**src/rtl/spfs_pkg.sv**
```systemverilog
package spfs_pkg;
    localparam int DEPTH   = 16;
    localparam int DW      = 8;
    localparam int TW      = 4;
    localparam int SW      = 8;
    localparam int BIT_TNF = 2;
    localparam int BIT_RNE = 3;
    localparam int BIT_BSY = 4;
    localparam int BIT_TSV = 5;

    typedef struct packed {
        logic tsvc;
        logic busy;
        logic rne;
        logic tnf;
    } flags_t;

    typedef enum logic [1:0] {
        ROUTE_NONE,
        ROUTE_IRQ,
        ROUTE_DMA,
        ROUTE_CLASH
    } route_e;

    function automatic route_e route_of(input logic irq_en, input logic dma_en);
        case ({irq_en, dma_en})
            2'b10:   return ROUTE_IRQ;
            2'b01:   return ROUTE_DMA;
            2'b11:   return ROUTE_CLASH;
            default: return ROUTE_NONE;
        endcase
    endfunction

    function automatic logic [SW-1:0] pack_status(input flags_t f);
        logic [SW-1:0] s;
        s          = '0;
        s[BIT_TNF] = f.tnf;
        s[BIT_RNE] = f.rne;
        s[BIT_BSY] = f.busy;
        s[BIT_TSV] = f.tsvc;
        return s;
    endfunction
endpackage

```
**src/rtl/spfs_fifo.sv**
```systemverilog
module spfs_fifo #(
    parameter int DEPTH = 16,
    parameter int DW    = 8,
    localparam int AW   = $clog2(DEPTH),
    localparam int LW   = AW + 1
) (
    input  logic          clk,
    input  logic          rst,
    input  logic          push,
    input  logic [DW-1:0] push_data,
    input  logic          pop,
    output logic [DW-1:0] pop_data,
    output logic [LW-1:0] level
);
    logic [DW-1:0] mem [DEPTH];
    logic [AW-1:0] wptr, rptr;
    logic          full, empty, do_push, do_pop;

    assign full     = (level == LW'(DEPTH));
    assign empty    = (level == '0);
    assign do_push  = push && !full;
    assign do_pop   = pop && !empty;
    assign pop_data = mem[rptr];

    always_ff @(posedge clk) begin
        if (do_push) mem[wptr] <= push_data;
    end

    always_ff @(posedge clk) begin
        if (rst) begin
            wptr  <= '0;
            rptr  <= '0;
            level <= '0;
        end else begin
            if (do_push) wptr <= (wptr == AW'(DEPTH - 1)) ? '0 : wptr + 1'b1;
            if (do_pop)  rptr <= (rptr == AW'(DEPTH - 1)) ? '0 : rptr + 1'b1;
            case ({do_push, do_pop})
                2'b10:   level <= level + 1'b1;
                2'b01:   level <= level - 1'b1;
                default: level <= level;
            endcase
        end
    end
endmodule

```
**src/rtl/spfs_flags.sv**
```systemverilog
module spfs_flags
    import spfs_pkg::*;
#(
    parameter int DEPTH = 16,
    parameter int TW    = 4,
    localparam int LW   = $clog2(DEPTH) + 1
) (
    input  logic          clk,
    input  logic          rst,
    input  logic [LW-1:0] tx_level,
    input  logic [LW-1:0] rx_level,
    input  logic [TW-1:0] thresh,
    input  logic          port_en,
    input  logic          frame_active,
    input  logic          irq_en,
    input  logic          dma_en,
    output flags_t        flags_q,
    output logic          irq_q,
    output logic          dma_q,
    output logic          clash_q
);
    flags_t nxt;
    route_e route;

    always_comb begin
        nxt.tnf  = (tx_level != LW'(DEPTH));
        nxt.rne  = (rx_level != '0);
        nxt.busy = port_en && frame_active;
        nxt.tsvc = port_en && (tx_level <= LW'(thresh));
        route    = route_of(irq_en, dma_en);
    end

    always_ff @(posedge clk) begin
        if (rst) begin
            flags_q <= '{tsvc: 1'b0, busy: 1'b0, rne: 1'b0, tnf: 1'b1};
            irq_q   <= 1'b0;
            dma_q   <= 1'b0;
            clash_q <= 1'b0;
        end else begin
            flags_q <= nxt;
            irq_q   <= nxt.tsvc && (route == ROUTE_IRQ);
            dma_q   <= nxt.tsvc && (route == ROUTE_DMA);
            clash_q <= (route == ROUTE_CLASH);
        end
    end
endmodule

```
**src/rtl/spfifo_status.sv**
```systemverilog
module spfifo_status
    import spfs_pkg::*;
#(
    parameter int DEPTH = spfs_pkg::DEPTH,
    parameter int DW    = spfs_pkg::DW,
    parameter int TW    = spfs_pkg::TW,
    localparam int LW   = $clog2(DEPTH) + 1
) (
    input  logic          clk,
    input  logic          rst,
    input  logic          port_en,
    input  logic          tx_irq_en,
    input  logic          tx_dma_en,
    input  logic [TW-1:0] tx_thresh,
    input  logic          frame_active,
    input  logic          tx_wr,
    input  logic [DW-1:0] tx_wr_data,
    input  logic          tx_pop,
    output logic [DW-1:0] tx_pop_data,
    input  logic          rx_push,
    input  logic [DW-1:0] rx_push_data,
    input  logic          rx_rd,
    output logic [DW-1:0] rx_rd_data,
    output logic [SW-1:0] status,
    output logic          irq,
    output logic          tx_dma_req,
    output logic          cfg_err
);
    logic [LW-1:0] tx_level, rx_level;
    flags_t        flags;

    spfs_fifo #(.DEPTH(DEPTH), .DW(DW)) i_txq (
        .clk(clk), .rst(rst),
        .push(tx_wr), .push_data(tx_wr_data),
        .pop(tx_pop), .pop_data(tx_pop_data),
        .level(tx_level)
    );

    spfs_fifo #(.DEPTH(DEPTH), .DW(DW)) i_rxq (
        .clk(clk), .rst(rst),
        .push(rx_push), .push_data(rx_push_data),
        .pop(rx_rd), .pop_data(rx_rd_data),
        .level(rx_level)
    );

    spfs_flags #(.DEPTH(DEPTH), .TW(TW)) i_flags (
        .clk(clk), .rst(rst),
        .tx_level(tx_level), .rx_level(rx_level),
        .thresh(tx_thresh), .port_en(port_en),
        .frame_active(frame_active),
        .irq_en(tx_irq_en), .dma_en(tx_dma_en),
        .flags_q(flags), .irq_q(irq), .dma_q(tx_dma_req),
        .clash_q(cfg_err)
    );

    assign status = pack_status(flags);
endmodule

```
**config.mk**
```make
export PLATFORM = sky130hd
export DESIGN_NAME = spfifo_status
export DESIGN_NICKNAME = d
export VERILOG_FILES = /design/src/rtl/spfs_pkg.sv /design/src/rtl/spfs_fifo.sv /design/src/rtl/spfs_flags.sv /design/src/rtl/spfifo_status.sv
export SDC_FILE = /design/constraint.sdc
export NUM_CORES = 1
export LEC_CHECK = 0
export CORE_UTILIZATION = 28
export CTS_BUF_LIST = sky130_fd_sc_hd__clkbuf_2
export DETAILED_ROUTE_END_ITERATION = 8
export GPL_TIMING_DRIVEN = 0
export PLACE_DENSITY = 0.53
export SYNTH_ARGS = -nofsm -noshare
export SYNTH_HDL_FRONTEND = slang
export SYNTH_SLANG_ARGS = --single-unit
```
**constraint.sdc**
```tcl
create_clock -name clk -period 3.15 [get_ports clk]
set_input_delay 0.63 -clock clk [delete_from_list [all_inputs] [get_ports clk]]
set_output_delay 0.63 -clock clk [all_outputs]
set_load 0.1 [all_outputs]
```
==> out/metrics.yaml, run 1 <==
placement:
  gp_congestion: 0.734
  hpwl_um: 16000
  placed_cells: 1268
  io_buffers: 52
worst_hold_path:
  worstHoldPathCells: 3
  hold_path.class: "input port to flop"
synthesis:
  postSynthAreaPerCell_um2: 19.0
  synth_seq_cells: 297
  postSynth.asyncResetShare_pct: 0
  ys_types: 54
  synthesis.area_um2: 12100
  synth-seq-area-share_pct: 70.2
  synth_top_cell_area_share_pct: 63.5
  synth-edff-count: 256
  synthTopCellsByArea: "edfxtp_1 (63%), mux4_1 (10%), dfxtp_1 (6.8%)"
  synth_area_leader_cell: "edfxtp_1"
  yosys_warnings: 0
  syn_inst: 636
  ys.flop_type: "edfxtp_1"
power:
  leakage_nw: 4.79
  power.density_nw_per_um2: 772
  max-vdd-ir-drop_mv: 0.605
  fin_total_pwr_mw: 11.0
sta:
  worst_slack_ps: -385
  clock_skew_ps: 65.9
  final.min_clock_period_ps: 3540
  relSlewSlack_pct: 9.25
  fin_tns_setup_ps: -5550
  fmax_mhz: 283
  rsz0062_at_grt: "true"
  fin_crit_sh_pct: 112
  setup_viol: 16
  hold_viol: 0
  max_slew.worst_pin.slew_ps: 1350
  slew_violations: 0
clock_tree:
  cts-htree-levels: 3
  cts_tree: "built"
  cts_buffer_depth: 3
  cts_sinks: 297
  clk_latency_ps: 960
  cts.clk_slew.worst_paths_ps: 100
  cts_hold_buf: 0
  numCtsBuffers: 80
  cts_root_buf: "clkbuf_2"
worst_setup_path:
  r2r_end: "i_rxq.level[4]"
  ff2ff_setup_slack_ps: 250
  cp-end-kind: "primary output"
  path_class: "flop to primary output"
  crit_path_start_kind: "flop"
  crit_path_end: "tx_pop_data[7]"
  worstReg2RegStart: "i_rxq.level[1]"
  r2r_cells: 13
  cp.required_ps: 2520
  critPathMaxFanout: 7
  worstPathArrival_ps: 2910
drt:
  firstDrtPassIters: 4
  drc_errors: 0
  routed_wl_um: 26100
  routedWlPerCell_um: 18.4
  ant_nets: 0
  avgViaCountPerCell: 4.44
  vias: 6305
  drt_iter0_markers: 386
global_routing:
  grt-ovfl-total: 0
  grt_pass1_vias: 6555
  antenna_found_initial: 2
  grt_pass1_wl_um: 39000
  grt_usage_pct: 12.0
  grt_max_degree: 17
run_status:
  violations: "setup timing"
  status: "finished, violations left"
final_layout:
  drive_gt1_share_pct: 31.1
  final_cells: 1419
  nets: 833
  area_delta_synth_final_pct: 18.1
  n_fill_cell: 4111
floorplanning:
  die_y_um: 210
  core_area_um2: 42300
  initial_core_util_pct: 28.6
  fp.dieArea_um2: 44100
  io_pins: 57
  rows: 75
  die_w_um: 210
flow_run:
  drv_cap: 0
-- worst max-delay path: stages (launching register included) --
cell	delay, ps
dfxtp_2	350
buf_12	150
buf_12	130
mux4_2	540
mux4_2	560
buf_12	200
-- state kept, by name, indices dropped and copies added, names as in the netlist, 4 cells and up, named ones only --
register / count
i_txq.mem: 128
i_txq.wptr: 4
i_flags.flags_q: 4
i_txq.level: 5
i_rxq.level: 5
i_rxq.rptr: 4
i_rxq.mem: 128
i_rxq.wptr: 4
i_txq.rptr: 4
-- power by group --
group	total [mW]	internal, mW	switching [mW]	leakage, nW
Combinational	3.79	1.70	2.09	1.60
Sequential	4.60	4.45	0.145	2.65
Clock	2.66	1.07	1.59	0.541
-- how the worst min path moves through the flow --
stage	start	endpoint
after floorplan	i_txq.level[4]	i_flags.flags_q[0]
after global placement	i_txq.rptr[1]	i_txq.rptr[1]
after detailed placement	i_rxq.rptr[3]	flop
after CTS	frame_active	i_flags.flags_q[2]
after global routing	tx_dma_en	i_flags.clash_q
final	frame_active	i_flags.flags_q[2]
-- cells by family (layout without fill, tap and decap cells) --
family | Yosys count | in the layout | share of synthesized area, %
compound gates | 51 | 51 | 2.76
simple gates | 120 | 120 | 4.91
fa+ha+maj | 21 | 21 | 2.17
buf+inv | 53 | 253 | 2.58
other cells | 1 | 7 | 0.0310
mux | 82 | 82 | 16.5
flops | 297 | 297 | 70.2
xor+xnor | 11 | 11 | 0.795
-- layer usage --
layer | global-route usage (%) | routed length (µm)
met5 | 0 | 0
met3 | 3.81 | 1500
met2 | 18.8 | 12400
met4 | 5.16 | 599
met1 | 15.3 | 11600
-- cell type report --
| type | count | area (µm²) | share of cell area (%) |
|---|---|---|---|
| well taps | 577 | 722 | 5.04 |
| multi-input cells | 289 | 3190 | 22.3 |
| plain buffers | 38 | 310 | 2.17 |
| inverters | 14 | 52.6 | 0.367 |
| diodes | 3 | 7.51 | 0.0525 |
| clock inverters | 24 | 138 | 0.962 |
| clock buffers | 115 | 576 | 4.02 |
| flip-flops and latches | 297 | 8510 | 59.5 |
| repair buffers | 62 | 811 | 5.66 |
-- repair_timing --
action,in CTS,in global routing
setup endpoints to repair,23,20
setup buffers,3,2
pin swaps,0,2
endpoints found under the hold margin,0,0
gates cloned,1,5
resized for setup,182,32
-- cell usage in the layout, fill, tap and decap left out, types with 10 or more instances in the layout --
master	count
xor2_1	10
a21oi_1	17
dfxtp_1	39
clkdlybuf4s50_1	29
mux4_2	75
nand2_1	24
clkbuf_2	116
clkinv_1	16
buf_12	20
nor2_1	44
ha_1	21
inv_1	12
edfxtp_1	256
-- cells in the mapped netlist (2+ instances only) --
cell type,number
nand2b_1,6
clkbuf_1,12
o21ai_2,2
a311oi_1,4
o21a_1,3
buf_2,5
buf_4,4
nor4bb_1,2
nor2_1,44
nor2b_1,3
buf_12,2
nor3_1,8
nand2_1,24
dfxtp_1,41
buf_8,4
a21oi_1,17
and4_1,3
inv_1,12
and2_1,8
nand3_1,4
mux4_2,32
nor4_1,3
a41oi_1,2
buf_6,2
and3_1,3
edfxtp_1,256
mux2i_1,2
buf_1,10
a31oi_1,3
ha_1,21
xor2_1,10
mux4_1,48
inv_2,2
nand3b_1,2
or3_1,5
o21ai_0,9
-- metrics by stage --
| stage | setup WS (ps) | util [%] | hold WS, ps | area [µm²] |
|---|---|---|---|---|
| 6_report | -385 | 33.8 | 220 | 14300 |
| 4_1_cts | -530 | 33.4 | 84.5 | 14100 |
| 5_1_grt | -552 | 33.8 | 140 | 14300 |
| 3_5_place_dp | -556 | 31.6 | 501 | 13400 |
| 3_3_place_gp | -535 | 31.6 | 501 | 13400 |
| 2_1_floorplan | 406 | - | 457 | 12100 |
(Power assumes the default switching activity.)
==> run 2, diff against run 1 <==
PLACE_DENSITY = unset   (was 0.53)
PLACE_DENSITY_LB_ADDON = 0.25   (was unset)
==> out/metrics.yaml, run 2 (synthesis results as in run 1) <==
clock_tree:
  numCtsBuffers: 81
  cts_sinks: 297
  cts_tree: "built"
  cts_hold_buf: 0
  cts-htree-levels: 3
  cts_root_buf: "clkbuf_2"
  cts.clk_slew.worst_paths_ps: 90
  clk_latency_ps: 930
  cts_buffer_depth: 3
worst_hold_path:
  worstHoldPathCells: 3
  hold_path.class: "input port to flop"
flow_run:
  drv_cap: 0
drt:
  avgViaCountPerCell: 4.42
  routedWlPerCell_um: 18.3
  drc_errors: 0
  ant_nets: 0
  vias: 6264
  drt_iter0_markers: 452
  firstDrtPassIters: 4
  routed_wl_um: 25900
sta:
  worst_slack_ps: -341
  relSlewSlack_pct: 35.0
  setup_viol: 16
  fin_crit_sh_pct: 111
  hold_ws_ps: 214
  clock_skew_ps: 53.5
  max_slew.worst_pin.slew_ps: 974
  final.min_clock_period_ps: 3490
  slew_violations: 0
  rsz0062_at_grt: "true"
  fmax_mhz: 286
  hold_viol: 0
final_layout:
  fin_area_um2: 14300
  nets: 829
  area_delta_synth_final_pct: 18.3
  reg_top3: "i_rxq.mem x128, i_txq.mem x128"
  final_common_cell: "edfxtp_1"
  drive_gt1_share_pct: 30.9
  final_cells: 1416
  layout_common_cells: "edfxtp_1 (256), clkbuf_2 (121), mux4_2 (66)"
worst_setup_path:
  crit_chain: "buf_12 -> clkbuf_16 -> mux4_1 -> mux4_2 -> buf_8"
  cp_slowest_stage_delay_ps: 560
  cp.required_ps: 2520
  critical_path.top_delay_family: "multiplexers"
  path_depth: 5
  cp-end-kind: "primary output"
  path_class: "flop to primary output"
  critPathBufInv: 3
  r2r_cells: 11
  critPathMaxFanout: 8
  crit_slowest_cell: "mux4_1"
  crit_path_start_kind: "flop"
  worstPathArrival_ps: 2860
global_routing:
  grt_pass1_vias: 6506
  grt_max_degree: 17
  antenna_found_initial: 1
  grt-ovfl-total: 0
  grt_usage_pct: 11.9
  grt_pass1_wl_um: 38900
run_status:
  status: "finished, violations left"
  violations: "setup timing"
power:
  max-vdd-ir-drop_mv: 0.449
  power.density_nw_per_um2: 767
  leakage_nw: 4.83
  fin_total_pwr_mw: 11.0
placement:
  placed_cells: 1268
  gp_congestion: 0.715
  hpwl_um: 16300
  io_buffers: 52
  place_area_um2: 13400
floorplanning:
  die_w_um: 210
  rows: 75
  fp.dieArea_um2: 44100
  io_pins: 57
  die_y_um: 210
  initial_core_util_pct: 28.6
  core_area_um2: 42300
[run 2: changes by cell type in the layout (fill, tap and decap cells not counted), moves of 4 or more]
cell,delta
dlygate4sd2_1,-6
buf_4,-5
mux4_1,+9
mux4_2,-9
clkinv_1,-5
clkdlybuf4s50_1,+4
clkbuf_2,+5
[run 2: through the flow]
stage	setup slack [ps]	util [%]	setup TNS (ps)
floorplan	406	-	0
global placement	-470	31.6	-15010
detailed placement	-494	31.6	-7660
CTS	-493	33.4	-7340
global route	-487	33.9	-7210
finish	-341	33.9	-5000
[run 2: area by class of cell]
class,count,area [µm²]
Timing Repair Buffer,58,792
Clock buffer,121,606
Antenna cell,1,2.50
Fill cell,4099,28000
Multi-Input combinational cell,289,3230
Sequential cell,297,8510
Clock inverter,22,115
Buffer,37,308
Inverter,14,52.6
Tap cell,577,722
[run 2: worst register-to-register path: cells and delay by family, from the launching register on]
family | cells | cell delay, ps
flip-flops | 1 | 300
AND/OR/NAND/NOR | 2 | 860
buffers and inverters | 3 | 350
adder cells (fa/ha/maj) | 2 | 670
AO/OA/AOI/OAI | 4 | 770
[run 2: metal layers]
metal	up-vias	GRT usage, %	wire (µm)	share of wire (%)
li1	2893	-	-	-
met1	3163	15.0	11400	44
met2	160	19.1	12700	49
met3	48	3.31	1220	4.7
met4	0	5.26	597	2.3
met5	-	0	0	0
[run 2: what timing repair did]
item / in CTS / in global routing
gates resized for setup: 163 / 34
setup buffers: 0 / 0
gates cloned: 0 / 6
pin swaps: 0 / 1
endpoints found under the hold margin: 0 / 0
setup endpoints to repair: 17 / 22
[run 2: final timing paths]
check                       end      startpoint  slack, ps
max              tx_pop_data[3]            flop       -340
min          i_flags.flags_q[2]    frame_active        210
max reg2reg      i_rxq.level[4]  i_rxq.level[2]        140
min reg2reg                flop   i_txq.rptr[3]        510
[run 2: report_power, final]
| group | total [mW] | internal (mW) | leakage, nW | switching, mW |
|---|---|---|---|---|
| sequential | 4.58 | 4.45 | 2.65 | 0.129 |
| combinational | 3.76 | 1.66 | 1.63 | 2.10 |
| clock | 2.65 | 1.04 | 0.557 | 1.61 |
==> run 3, diff against run 2 <==
TNS_END_PERCENT = 5   (was unset)
==> out/metrics.yaml, run 3 (synthesis results as in run 1) <==
worst_setup_path:
  worstPathArrival_ps: 2860
  critPathMaxFanout: 8
  crit_path_start_kind: "flop"
  cp.required_ps: 2520
  critPathMostFrequentCell: "mux4_2"
  cp_slowest_stage_delay_ps: 530
  cp-end-kind: "primary output"
  crit_chain: "buf_12 -> clkbuf_16 -> mux4_2 -> mux4_2 -> buf_8"
  r2r_cells: 13
  crit_slowest_cell: "mux4_2"
  path_class: "flop to primary output"
clock_tree:
  cts_buffer_depth: 3
  cts_root_buf: "clkbuf_2"
  clk_latency_ps: 940
  cts-htree-levels: 3
  cts_hold_buf: 0
  post_cts_buffers: 0
  cts_sinks: 297
  cts.clk_slew.worst_paths_ps: 90
  numCtsBuffers: 81
  cts_tree: "built"
floorplanning:
  initial_core_util_pct: 28.6
  core_area_um2: 42300
  fp.dieArea_um2: 44100
  io_pins: 57
  die_y_um: 210
  rows: 75
  die_w_um: 210
worst_hold_path:
  hold_path.class: "input port to flop"
  worstHoldPathCells: 3
sta:
  max_slew.worst_pin.slew_ps: 975
  relSlewSlack_pct: 34.9
  final.min_clock_period_ps: 3490
  rsz0062_at_grt: "true"
  worst_slack_ps: -342
  fmax_mhz: 286
  fin_crit_sh_pct: 111
  hold_viol: 0
  setup_viol: 16
  fin_tns_setup_ps: -4970
  clock_skew_ps: 58.8
  slew_violations: 0
final_layout:
  n_fill_cell: 4109
  final_cells: 1415
  final_common_cell: "edfxtp_1"
  layout_common_cells: "edfxtp_1 (256), clkbuf_2 (121), mux4_2 (62)"
  area_delta_synth_final_pct: 17.5
  multi_input_area_um2: 3230
  nets: 828
  drive_gt1_share_pct: 29.9
  reg_top3: "i_rxq.mem x128, i_txq.mem x128"
  seq_area_um2: 8510
drt:
  routed_wl_um: 25600
  vias: 6231
  avgViaCountPerCell: 4.40
  routedWlPerCell_um: 18.1
  firstDrtPassIters: 4
  ant_nets: 0
  drc_errors: 0
  drt_iter0_markers: 463
power:
  power.density_nw_per_um2: 759
  leakage_nw: 4.80
  max-vdd-ir-drop_mv: 0.525
global_routing:
  antenna_found_initial: 1
  grt_usage_pct: 11.8
  grt_pass1_wl_um: 38700
  grt-ovfl-total: 0
  grt_max_degree: 17
  grt_pass1_vias: 6492
placement:
  dp_slack_ps: -494
  placed_cells: 1268
  hpwl_um: 16300
  gp_congestion: 0.715
  io_buffers: 52
run_status:
  status: "finished, violations left"
  violations: "setup timing"
flow_run:
  drv_cap: 0
## run 3: worst paths after layout
| path | from | to | slack [ps] |
|---|---|---|---|
| worst max-delay path | flop | tx_pop_data[3] | -340 |
| worst min-delay path | frame_active | i_flags.flags_q[2] | 210 |
| worst max register to register | i_rxq.level[2] | i_rxq.level[4] | 90 |
| worst min register to register | i_txq.rptr[1] | i_txq.rptr[1] | 510 |
## run 3: cell type report
type | instances | share of cell area, %
buffer | 39 | 2.14
clock inverter | 22 | 0.809
sequential | 297 | 59.8
clock buffer | 121 | 4.26
inverter | 14 | 0.369
antenna | 1 | 0.0176
tap | 577 | 5.07
multi-input combinational | 289 | 22.7
timing repair buffer | 55 | 4.83
## run 3: where the power goes
group	switching, mW	internal (mW)
Combinational	2.05	1.52
Clock	1.61	1.04
Sequential	0.123	4.45
## run 3: per-stage QoR
| step | total power [mW] | hold slack, ps | cell area (µm²) | utilization [%] |
|---|---|---|---|---|
| 6_report | 10.8 | 211 | 14200 | 33.6 |
| 5_1_grt | 11.4 | 137 | 14200 | 33.6 |
| 4_1_cts | 10.8 | 86.9 | 14100 | 33.4 |
| 3_5_place_dp | 7.92 | 505 | 13400 | 31.6 |
| 3_3_place_gp | 7.89 | 503 | 13400 | 31.6 |
| 2_1_floorplan | 7.08 | 457 | 12100 | - |
## run 3: timing repair
item | in CTS | in global routing
gates cloned | 0 | 3
resized for setup | 153 | 28
setup endpoints to repair | 17 | 22
## run 3: layer usage
| metal | GRT usage, % | wire length [µm] | vias up |
|---|---|---|---|
| met5 | 0 | 0 | - |
| met4 | 5.26 | 635 | 0 |
| met3 | 3.31 | 1210 | 48 |
| met2 | 19.1 | 12400 | 147 |
| met1 | 14.9 | 11400 | 3141 |
| li1 | - | - | 2895 |
## run 3: critical path: cells and delay by family, from the launching register on
family | cells | cell delay [ps]
buf+inv | 3 | 510
mux | 2 | 1050
flops | 1 | 350
